===== src/rtl/rowbuf_pkg.sv =====
package rowbuf_pkg;

  typedef enum logic [2:0] {
    OP_NOP   = 3'd0,
    OP_LOAD  = 3'd1,
    OP_RDBIT = 3'd2,
    OP_WRBIT = 3'd3,
    OP_WBACK = 3'd4
  } op_e;

  typedef enum logic [2:0] {
    CV_IDLE,
    CV_LOAD,
    CV_SEL,
    CV_RDW,
    CV_WBK,
    CV_WWB
  } conv_st_e;

endpackage


===== src/rtl/rowbuf_array.sv =====
module rowbuf_array #(
  parameter int ROWS = 16,
  parameter int COLS = 16,
  localparam int ROW_W = $clog2(ROWS)
) (
  input  logic             clk,
  input  logic             rst_n,
  input  logic [ROW_W-1:0] rd_row,
  output logic [COLS-1:0]  rd_data,
  input  logic             we,
  input  logic [ROW_W-1:0] wr_row,
  input  logic [COLS-1:0]  wr_data
);

  logic [COLS-1:0] mem [ROWS];

  assign rd_data = mem[rd_row];

  always_ff @(posedge clk) begin
    if (!rst_n) begin
      for (int r = 0; r < ROWS; r++) mem[r] <= '0;
    end else if (we) begin
      mem[wr_row] <= wr_data;
    end
  end

endmodule


===== src/rtl/rowbuf_slot.sv =====
module rowbuf_slot #(
  parameter int COLS   = 16,
  parameter int ROW_W  = 4,
  parameter int OP_LAT = 2,
  localparam int COL_W = $clog2(COLS),
  localparam int CNT_W = $clog2(OP_LAT + 1)
) (
  input  logic             clk,
  input  logic             rst_n,
  input  logic             iss_load,
  input  logic             iss_wback,
  input  logic             iss_wbit,
  input  logic [COL_W-1:0] wbit_col,
  input  logic             wbit_val,
  input  logic [ROW_W-1:0] load_row,
  input  logic [COLS-1:0]  arr_rdata,
  output logic             busy,
  output logic             valid,
  output logic [ROW_W-1:0] row,
  output logic [COLS-1:0]  data,
  output logic             ld_fire,
  output logic             wb_fire
);

  logic [CNT_W-1:0] cnt;
  logic             pend_wb;
  logic             last;

  function automatic logic [COLS-1:0] put_bit(input logic [COLS-1:0] w,
                                               input logic [COL_W-1:0] c,
                                               input logic v);
    logic [COLS-1:0] r;
    r    = w;
    r[c] = v;
    return r;
  endfunction

  assign busy    = (cnt != '0);
  assign last    = (cnt == CNT_W'(1));
  assign ld_fire = last && !pend_wb;
  assign wb_fire = last && pend_wb;

  always_ff @(posedge clk) begin
    if (!rst_n) begin
      cnt     <= '0;
      pend_wb <= 1'b0;
      valid   <= 1'b0;
      row     <= '0;
      data    <= '0;
    end else begin
      if (iss_load) begin
        cnt     <= CNT_W'(OP_LAT);
        pend_wb <= 1'b0;
        row     <= load_row;
        valid   <= 1'b0;
      end else if (iss_wback) begin
        cnt     <= CNT_W'(OP_LAT);
        pend_wb <= 1'b1;
      end else if (busy) begin
        cnt <= cnt - CNT_W'(1);
      end
      if (ld_fire) begin
        data  <= arr_rdata;
        valid <= 1'b1;
      end else if (iss_wbit) begin
        data <= put_bit(data, wbit_col, wbit_val);
      end
    end
  end

endmodule


===== src/rtl/rowbuf_seq.sv =====
module rowbuf_seq
  import rowbuf_pkg::*;
#(
  parameter int ROW_W = 4,
  parameter int COL_W = 4,
  localparam int ADDR_W = ROW_W + COL_W
) (
  input  logic              clk,
  input  logic              rst_n,
  input  logic              bit_req,
  input  logic              bit_we,
  input  logic [ADDR_W-1:0] bit_addr,
  input  logic              bit_wdata,
  input  logic              buf_busy,
  output logic              conv_own,
  output logic              bit_done,
  output logic              cv_valid,
  output op_e               cv_op,
  output logic [ROW_W-1:0]  cv_row,
  output logic [COL_W-1:0]  cv_col,
  output logic              cv_wdata
);

  conv_st_e         st;
  logic [ROW_W-1:0] row_q;
  logic [COL_W-1:0] col_q;
  logic             we_q;
  logic             wd_q;

  function automatic logic [ROW_W-1:0] addr_row(input logic [ADDR_W-1:0] a);
    return a[ADDR_W-1 -: ROW_W];
  endfunction

  function automatic logic [COL_W-1:0] addr_col(input logic [ADDR_W-1:0] a);
    return a[COL_W-1:0];
  endfunction

  always_ff @(posedge clk) begin
    if (!rst_n) begin
      st    <= CV_IDLE;
      row_q <= '0;
      col_q <= '0;
      we_q  <= 1'b0;
      wd_q  <= 1'b0;
    end else begin
      case (st)
        CV_IDLE: if (bit_req) begin
          row_q <= addr_row(bit_addr);
          col_q <= addr_col(bit_addr);
          we_q  <= bit_we;
          wd_q  <= bit_wdata;
          st    <= CV_LOAD;
        end
        CV_LOAD: if (!buf_busy) st <= CV_SEL;
        CV_SEL:  if (!buf_busy) st <= we_q ? CV_WBK : CV_RDW;
        CV_RDW:  st <= CV_IDLE;
        CV_WBK:  if (!buf_busy) st <= CV_WWB;
        CV_WWB:  if (!buf_busy) st <= CV_IDLE;
        default: st <= CV_IDLE;
      endcase
    end
  end

  always_comb begin
    cv_valid = 1'b0;
    cv_op    = OP_NOP;
    case (st)
      CV_LOAD: begin cv_valid = !buf_busy; cv_op = OP_LOAD; end
      CV_SEL:  begin cv_valid = !buf_busy; cv_op = we_q ? OP_WRBIT : OP_RDBIT; end
      CV_WBK:  begin cv_valid = !buf_busy; cv_op = OP_WBACK; end
      default: ;
    endcase
  end

  assign cv_row   = row_q;
  assign cv_col   = col_q;
  assign cv_wdata = wd_q;
  assign conv_own = (st != CV_IDLE);
  assign bit_done = (st == CV_RDW) || ((st == CV_WWB) && !buf_busy);

endmodule


===== src/rtl/rowbuf_mem.sv =====
module rowbuf_mem
  import rowbuf_pkg::*;
#(
  parameter int ROWS   = 16,
  parameter int COLS   = 16,
  parameter int NBUF   = 4,
  parameter int OP_LAT = 2,
  localparam int ROW_W  = $clog2(ROWS),
  localparam int COL_W  = $clog2(COLS),
  localparam int BUF_W  = $clog2(NBUF),
  localparam int ADDR_W = ROW_W + COL_W
) (
  input  logic              clk,
  input  logic              rst_n,
  input  logic              cmd_valid,
  input  logic [2:0]        cmd_op,
  input  logic [BUF_W-1:0]  cmd_buf,
  input  logic [ROW_W-1:0]  cmd_row,
  input  logic [COL_W-1:0]  cmd_col,
  input  logic              cmd_wdata,
  output logic              cmd_ready,
  output logic              rd_valid,
  output logic              rd_data,
  output logic              err,
  input  logic              bit_req,
  input  logic              bit_we,
  input  logic [ADDR_W-1:0] bit_addr,
  input  logic              bit_wdata,
  output logic              bit_ready,
  output logic              bit_done,
  output logic              bit_rdata
);

  // Per-buffer state and internal events, named for the checker
  logic [NBUF-1:0]  slot_busy;
  logic [NBUF-1:0]  slot_valid;
  logic [NBUF-1:0]  ld_fire;
  logic [NBUF-1:0]  wb_fire;
  logic [NBUF-1:0]  iss_load;
  logic [NBUF-1:0]  iss_wback;
  logic [NBUF-1:0]  iss_wbit;
  logic [ROW_W-1:0] slot_row  [NBUF];
  logic [COLS-1:0]  slot_data [NBUF];

  // Flat-port sequencer
  logic             own;
  logic             cv_valid;
  op_e              cv_op;
  logic [ROW_W-1:0] cv_row;
  logic [COL_W-1:0] cv_col;
  logic             cv_wdata;

  // Merged command
  logic             ext_go;
  logic             int_acc;
  op_e              int_op;
  logic [BUF_W-1:0] int_buf;
  logic [ROW_W-1:0] int_row;
  logic [COL_W-1:0] int_col;
  logic             int_wdata;
  logic             needs_row;
  logic             bad_req;
  logic             good_rd;

  // Array ports
  logic [ROW_W-1:0] arr_rd_row;
  logic [COLS-1:0]  arr_rd_data;
  logic             arr_we;
  logic [ROW_W-1:0] arr_wr_row;
  logic [COLS-1:0]  arr_wr_data;

  logic rd_valid_q, rd_data_q, err_q;

  rowbuf_seq #(.ROW_W(ROW_W), .COL_W(COL_W)) u_seq (
    .clk      (clk),
    .rst_n    (rst_n),
    .bit_req  (bit_req),
    .bit_we   (bit_we),
    .bit_addr (bit_addr),
    .bit_wdata(bit_wdata),
    .buf_busy (slot_busy[0]),
    .conv_own (own),
    .bit_done (bit_done),
    .cv_valid (cv_valid),
    .cv_op    (cv_op),
    .cv_row   (cv_row),
    .cv_col   (cv_col),
    .cv_wdata (cv_wdata)
  );

  // The flat port owns the command path from the cycle its request arrives
  assign cmd_ready = !own && !bit_req && !slot_busy[cmd_buf];
  assign bit_ready = !own;
  assign ext_go    = cmd_valid && cmd_ready;

  always_comb begin
    if (own) begin
      int_acc   = cv_valid;
      int_op    = cv_op;
      int_buf   = '0;
      int_row   = cv_row;
      int_col   = cv_col;
      int_wdata = cv_wdata;
    end else begin
      int_acc   = ext_go;
      int_op    = op_e'(cmd_op);
      int_buf   = cmd_buf;
      int_row   = cmd_row;
      int_col   = cmd_col;
      int_wdata = cmd_wdata;
    end
  end

  assign needs_row = (int_op == OP_RDBIT) || (int_op == OP_WRBIT) || (int_op == OP_WBACK);
  assign bad_req   = int_acc && needs_row && !slot_valid[int_buf];
  assign good_rd   = int_acc && (int_op == OP_RDBIT) && slot_valid[int_buf];

  for (genvar i = 0; i < NBUF; i++) begin : g_slot
    logic hit;
    assign hit          = int_acc && (int_buf == BUF_W'(i));
    assign iss_load[i]  = hit && (int_op == OP_LOAD);
    assign iss_wbit[i]  = hit && (int_op == OP_WRBIT) && slot_valid[i];
    assign iss_wback[i] = hit && (int_op == OP_WBACK) && slot_valid[i];

    rowbuf_slot #(.COLS(COLS), .ROW_W(ROW_W), .OP_LAT(OP_LAT)) u_slot (
      .clk      (clk),
      .rst_n    (rst_n),
      .iss_load (iss_load[i]),
      .iss_wback(iss_wback[i]),
      .iss_wbit (iss_wbit[i]),
      .wbit_col (int_col),
      .wbit_val (int_wdata),
      .load_row (int_row),
      .arr_rdata(arr_rd_data),
      .busy     (slot_busy[i]),
      .valid    (slot_valid[i]),
      .row      (slot_row[i]),
      .data     (slot_data[i]),
      .ld_fire  (ld_fire[i]),
      .wb_fire  (wb_fire[i])
    );
  end

  // At most one buffer completes a fetch and one a store in any cycle
  always_comb begin
    arr_rd_row  = '0;
    arr_wr_row  = '0;
    arr_wr_data = '0;
    for (int i = 0; i < NBUF; i++) begin
      if (ld_fire[i]) arr_rd_row = arr_rd_row | slot_row[i];
      if (wb_fire[i]) begin
        arr_wr_row  = arr_wr_row | slot_row[i];
        arr_wr_data = arr_wr_data | slot_data[i];
      end
    end
  end
  assign arr_we = |wb_fire;

  rowbuf_array #(.ROWS(ROWS), .COLS(COLS)) u_array (
    .clk    (clk),
    .rst_n  (rst_n),
    .rd_row (arr_rd_row),
    .rd_data(arr_rd_data),
    .we     (arr_we),
    .wr_row (arr_wr_row),
    .wr_data(arr_wr_data)
  );

  always_ff @(posedge clk) begin
    if (!rst_n) begin
      rd_valid_q <= 1'b0;
      rd_data_q  <= 1'b0;
      err_q      <= 1'b0;
    end else begin
      rd_valid_q <= good_rd;
      err_q      <= bad_req;
      if (good_rd) rd_data_q <= slot_data[int_buf][int_col];
    end
  end

  assign rd_valid  = rd_valid_q;
  assign rd_data   = rd_data_q;
  assign err       = err_q;
  assign bit_rdata = rd_data_q;

endmodule


===== config.mk =====
export PLATFORM = sky130hd
export DESIGN_NAME = rowbuf_mem
export DESIGN_NICKNAME = d
export VERILOG_FILES = /design/src/rtl/rowbuf_pkg.sv /design/src/rtl/rowbuf_array.sv /design/src/rtl/rowbuf_slot.sv /design/src/rtl/rowbuf_seq.sv /design/src/rtl/rowbuf_mem.sv
export SDC_FILE = /design/constraint.sdc
export NUM_CORES = 1
export LEC_CHECK = 0
export BUFFER_PORTS_ARGS = -buffer_cell sky130_fd_sc_hd__buf_2
export CAP_MARGIN = 15
export CORE_UTILIZATION = 50
export CTS_BUF_LIST = sky130_fd_sc_hd__clkbuf_4
export CTS_CLUSTER_DIAMETER = 80
export CTS_CLUSTER_SIZE = 28
export DETAILED_ROUTE_END_ITERATION = 10
export PLACE_DENSITY = 0.66
export SLEW_MARGIN = 20
export SYNTH_ARGS = -nofsm -noshare
export SYNTH_HDL_FRONTEND = slang
export SYNTH_SLANG_ARGS = --single-unit

===== constraint.sdc =====
create_clock -name clk -period 3.5 [get_ports clk]
set_clock_uncertainty 0.05 [all_clocks]
set_input_delay 0.7 -clock clk [delete_from_list [all_inputs] [get_ports clk]]
set_output_delay 0.7 -clock clk [all_outputs]
set_load 0.05 [all_outputs]

==> impl_metrics.toml, run 1 <==
[setup_path]
crit_type = "reg2out"
worstPathRequired_ns = 2.75
path_cells = "or2_2 -> mux4_2 -> nor3_1 -> buf_2"
path_buf_inv = 1
cp-end-kind = "output pin"
start_kind = "flip-flop"
cp.arrival_ns = 2.60
critPathTopFamily = "simple AND/OR/NAND/NOR gates"
crit_fanout = 7
cpPeakStageDelay_ns = 0.53
crit_slowest_cell = "mux4_2"

[yosys]
yosys.area.top_type = "edfxtp_1"
synth_edf_count = 256
ys_top_cells_by_count = "318 x nor2_1, 256 x edfxtp_1, 235 x mux2i_1"
syn_area_per_cell_um2 = 11.3
synthFlopType = "edfxtp_1"
synth.most_common_cell = "nor2_1"
synth.yosys.seq_area_share_pct = 53.6
synth.distinct_cells = 83
async_flop_share_pct = 0
ys_warn_count = 0
netlist_instances = 1638
synth_top_cell_area_share_pct = 41.5
synth_nets = 1666
ys_ff_latch = 368
synthTopCellsByArea = "edfxtp_1 41%, mux2i_1 13%, dfxtp_1 12%"
synth_area_mm2 = 0.0185

[timing]
setup_viol = 0
tightest_slew_ns = 1.15
final-max-slew-violation-count = 0
rsz0062_at_grt = "false"
hold_viol_final = 0
tns_ns = 0
layout_min_cycle_time_ns = 3.35
slew_headroom_pct = 23.0
fmax_mhz = 298
fin_crit_sh_pct = 95.8
setup_slack_ns = 0.146

[placed_design]
place_ws_ns = 0.474
numPortBuffers = 34
gp_congestion = 0.926
place_area_mm2 = 0.0199
dp_cells = 2119
dp_hpwl_mm = 35.1

[cts]
cts_setup_buffers = 0
clk_root_buffer_cell = "clkbuf_4"
cts_max_level = 1
clk_latency_ns = 0.80
postCtsHoldBufs = 0
clock_tree.buffer_depth = 3
clk_pin_slew_ns = 0.26
cts.sinks = 368
tritoncts = "built"
cts_resized = 0
cts_inserted_buffers = 20

[die]
dieArea_mm2 = 0.0379
fp.dieH_um = 195
die_x_um = 195
initial_utilization_pct = 50.8
rows = 70
coreArea_mm2 = 0.0365
io_pins = 35

[pwr]
combinationalPowerShare_pct = 15.6
peakVddDrop_mv = 0.356
p_int_w = 0.00561
clock_power_share_pct = 23.3
switching_power_w = 0.00242
netSwitchingFraction_pct = 30.2
powerDensity_mw_per_mm2 = 398
finalPower_w = 0.00803
p_leak_nw = 7.86
pwr-share-seq_pct = 61.1

[drt]
wl_mm = 54.1
drc = 0
final_antenna_net_count = 0
first_pass_iters = 5
wl_per_cell_um = 25.1
vias_per_cell = 6.40
drt_iter0_markers = 1352
via_count = 13800

[global_route]
gr-total-overflow = 0
grt_pass1_wl_mm = 81.6
first_global_vias = 13400
grt_usage_pct = 28.4
grt_max_degree = 64
antenna_found_initial = 1

[hold_path]
hold_class = "in2reg"

[cells_and_area]
final_cells = 2157
fin_nets = 1702
drive_gt1_share_pct = 17.7
areaGrowthSynthToFinish_pct = 8.93
stdcell_area_mm2 = 0.0202

[flow_run]
cap_violations = 0

[run_status]
outcome = "completed"
layout make-up:
cell class	instances	area [um2]
Clock buffer	26	195
Fill cell	3183	16300
Tap cell	468	586
Timing Repair Buffer	142	1200
Clock inverter	10	129
Sequential cell	368	9930
Antenna cell	1	2.50
Multi-Input combinational cell	1137	8130
Inverter	5	23.8
final timing paths:
path	from	to	slack [ns]	depth (start not counted)
setup / recovery	g_slot[1].u_slot.cnt[1]	cmd_ready	0.15	4
hold reg to reg	u_seq.cv_row[3]	u_seq.cv_row[3]	0.42	2
hold / removal	bit_addr[0]	u_seq.cv_col[0]	0.07	3
setup reg to reg	g_slot[3].u_slot.cnt[0]	g_slot[0].u_slot.data[4]	0.44	8
tightest hold or removal path, stage by stage:
cell,delay (ns)
buf_2,0.09
nand2_1,0.04
a21oi_1,0.05
cells in the final DEF (no fill, tap or decap), types with 5 or more instances in the layout:
cell type    n
a221o_1     64
nor4_2       5
a211oi_1    34
a21oi_1     21
a22o_1      21
nand2b_1     7
nand3b_1     8
nor3_2       8
buf_4       91
nor3b_2     13
nor3_1       7
clkbuf_4    26
mux2i_1    235
buf_12      16
o21ai_0     12
a221oi_2    16
nor2b_1      5
buf_2       34
nor3_4      10
edfxtp_1   256
and4_1       6
nand2_1    107
and2_1       5
dfxtp_1    112
nand3_1     40
o21a_1       6
o31a_1       5
nand4_1      5
nor4bb_1     5
mux2_2      40
a311oi_1    14
nor2_1     317
a31oi_1     40
cell families after synthesis:
logic type      synth area share, %
flops                          53.6
buf+inv                        3.30
mux                            15.4
simple gates                   15.9
compound gates                 11.8
layer usage:
layer	vias to the layer above	share of wire, %	global-route usage (%)
met2	641	47	46.1
met4	0	3.5	10.1
li1	6246	-	-
met3	130	8.6	4.32
met5	-	0	0
met1	6796	41	38.8
state kept, by name, summed over array words and instances, names as in the netlist:
signal,flops
g_slot.u_slot.cnt,8
err,1
u_array.mem,256
u_seq.cv_row,4
g_slot.u_slot.pend_wb,4
u_seq.cv_col,4
g_slot.u_slot.data,64
g_slot.u_slot.row,16
u_seq.cv_wdata,1
u_seq.we_q,1
u_seq.st,3
rd_valid,1
bit_rdata,1
g_slot.u_slot.valid,4
through the flow:
step	utilization, %	hold WS, ns
3_3_place_gp	54.3	0.395
3_5_place_dp	54.4	0.397
6_report	55.3	0.0729
2_1_floorplan	-	0.386
5_1_grt	55.3	0.0140
4_1_cts	55.3	0.0188
power groups by stage:
stage | Combinational [W] | Sequential [W] | Clock (W)
floorplan | 0.000855 | 0.00498 | 0
global placement | 0.00121 | 0.00499 | 0
detailed placement | 0.00122 | 0.00500 | 0
CTS | 0.00123 | 0.00491 | 0.00192
finish | 0.00125 | 0.00491 | 0.00187
global route | 0.00131 | 0.00493 | 0.00206
No activity file was read; power rests on OpenSTA's default activity.
==> run 2: changes to the inputs <==
--- a/config.mk
+++ b/config.mk
@@ -5,14 +5,13 @@
 export SDC_FILE = /design/constraint.sdc
 export NUM_CORES = 1
 export LEC_CHECK = 0
-export BUFFER_PORTS_ARGS = -buffer_cell sky130_fd_sc_hd__buf_2
 export CAP_MARGIN = 15
 export CORE_UTILIZATION = 50
 export CTS_BUF_LIST = sky130_fd_sc_hd__clkbuf_4
 export CTS_CLUSTER_DIAMETER = 80
 export CTS_CLUSTER_SIZE = 28
 export DETAILED_ROUTE_END_ITERATION = 10
-export PLACE_DENSITY = 0.66
+export DONT_BUFFER_PORTS = 1
 export SLEW_MARGIN = 20
 export SYNTH_ARGS = -nofsm -noshare
 export SYNTH_HDL_FRONTEND = slang
==> run 2 against run 1 <==
  * Wire length up 4.6%
  * Critical endpoint unchanged
  * Critical path depth unchanged
  * Via count decreased by 0.33%
  * Flip-flop and latch count unchanged
  * Non-clock buffer count fell by 21
  * First-iteration DRC count up 7.1%
  * Final area shrank 0.38%
  * Sequential share of layout area is 0.19 points higher
  * Fmax is 1.7% higher
  * Combinational power hardly changed
  * Clock-buffer cell count decreased by 1
==> impl_metrics.toml, run 2 (same netlist as run 1, synthesis figures left out) <==
[run_status]
outcome = "completed"

[cells_and_area]
layout_commonest_cell = "nor2_1"
drive_gt1_share_pct = 16.1
areaGrowthSynthToFinish_pct = 8.52
final_cell_mix = "317 x nor2_1, 256 x edfxtp_1, 235 x mux2i_1"
largestRegisters = "u_array.mem x256, g_slot.u_slot.data x64, g_slot.u_slot.row x16"
final_cells = 2138
fin_nets = 1683
stdcell_area_mm2 = 0.0201
top_register = "u_array.mem"
fillers = 3206
largest_register_ffs = 256

[timing]
setup_viol = 0
tightest_slew_ns = 0.971
slew_headroom_pct = 35.2
tns_ns = 0
rsz0062_at_grt = "false"
layout_min_cycle_time_ns = 3.30
hold_slack_ns = 0.119
hold_viol_final = 0
final-max-slew-violation-count = 0
fmax_mhz = 303
fin_crit_sh_pct = 94.2

[setup_path]
worstPathRequired_ns = 2.75
cp-end-kind = "output pin"
crit_fanout = 9
crit_type = "reg2out"
start_kind = "flip-flop"
cp.arrival_ns = 2.55
reg2reg_slack_ns = 0.48
ff2ff_path_depth = 7

[cts]
cts_max_level = 1
cts_inserted_buffers = 22
cts_setup_buffers = 0
clock_tree.buffer_depth = 3
clk_pin_slew_ns = 0.24
clk_root_buffer_cell = "clkbuf_4"
tritoncts = "built"
clk_latency_ns = 0.83
cts.sinks = 368

[hold_path]
hold_class = "in2reg"
hold_depth = 3

[drt]
final_antenna_net_count = 0
wl_per_cell_um = 26.5
via_count = 13800
wl_mm = 56.6
drt_iter0_markers = 1448
vias_per_cell = 6.44
drc = 0
first_pass_iters = 8

[placed_design]
gp_congestion = 0.918
numPortBuffers = 0
place_area_mm2 = 0.0196
dp_hpwl_mm = 36.0
dp_cells = 2088

[pwr]
combinationalPowerShare_pct = 15.0
finalPower_w = 0.00830
p_leak_nw = 7.76
switching_power_w = 0.00258
p_int_w = 0.00572
pwr-share-seq_pct = 59.3
powerDensity_mw_per_mm2 = 413
netSwitchingFraction_pct = 31.1
clock_power_share_pct = 25.8
peakVddDrop_mv = 0.400

[die]
io_pins = 35
rows = 70
die_x_um = 195
dieArea_mm2 = 0.0379
fp.dieH_um = 195
coreArea_mm2 = 0.0365
initial_utilization_pct = 50.8

[global_route]
grt_pass1_wl_mm = 83.7
grt_usage_pct = 29.5
grt_max_degree = 46
first_global_vias = 13600
antenna_found_initial = 1
gr-total-overflow = 0

[flow_run]
cap_violations = 0
run 2: cell types whose count changed in the layout (fill, tap and decap cells not counted), moves of 4 or more:
cell and change:
inv_12 +4, buf_12 -7, buf_4 +10, dlygate4sd3_1 +11, buf_2 -34
run 2: worst paths after layout:
kind                              endpoint                     from
hold / removal                 u_seq.st[0]                  bit_req
setup reg to reg  g_slot[3].u_slot.data[2]              u_seq.st[2]
setup / recovery                 cmd_ready  g_slot[0].u_slot.cnt[1]
hold reg to reg            u_seq.cv_row[2]          u_seq.cv_row[2]
run 2: repair_timing:
item	4_1_cts	5_1_grt
hold buffers	11	0
resized for setup	0	0
hold endpoints to repair	16	0
run 2: power groups by stage:
stage                     Combinational, W  Sequential [W]  Clock (W)
after global routing               0.00130         0.00494    0.00230
after floorplan                   0.000855         0.00498          0
after detailed placement           0.00119         0.00501          0
after CTS                          0.00121         0.00492    0.00217
final                              0.00124         0.00492    0.00214
after global placement             0.00118         0.00500          0
run 2: critical path, stage by stage, from the launching register on:
cell and delay (ns):
dfxtp_1 0.45, or2_1 0.30, mux4_2 0.53, nor3_1 0.20, buf_4 0.24
run 2: final cells by class:
cell class	count	area, um2	area share, %
clock buffer	25	188	0.933
tap	468	586	2.91
multi-input combinational	1137	8130	40.4
clock inverter	13	211	1.05
antenna	1	2.50	0.0124
sequential	368	9930	49.4
timing repair buffer	121	1050	5.21
inverter	5	23.8	0.118
run 2: through the flow:
| stage | setup WS [ns] | util [%] |
|---|---|---|
| after floorplan | 0.456 | - |
| after global placement | 0.518 | 53.7 |
| after detailed placement | 0.477 | 53.7 |
| after CTS | 0.180 | 55.1 |
| after global routing | 0.133 | 55.1 |
| final | 0.202 | 55.1 |
run 2: per-layer routing:
layer	wire length, um	track usage, %	vias up
li1	-	-	6200
met5	0	0	-
met1	24100	41.0	6859
met4	1750	9.82	0
met3	4700	5.01	128
met2	26000	47.0	581
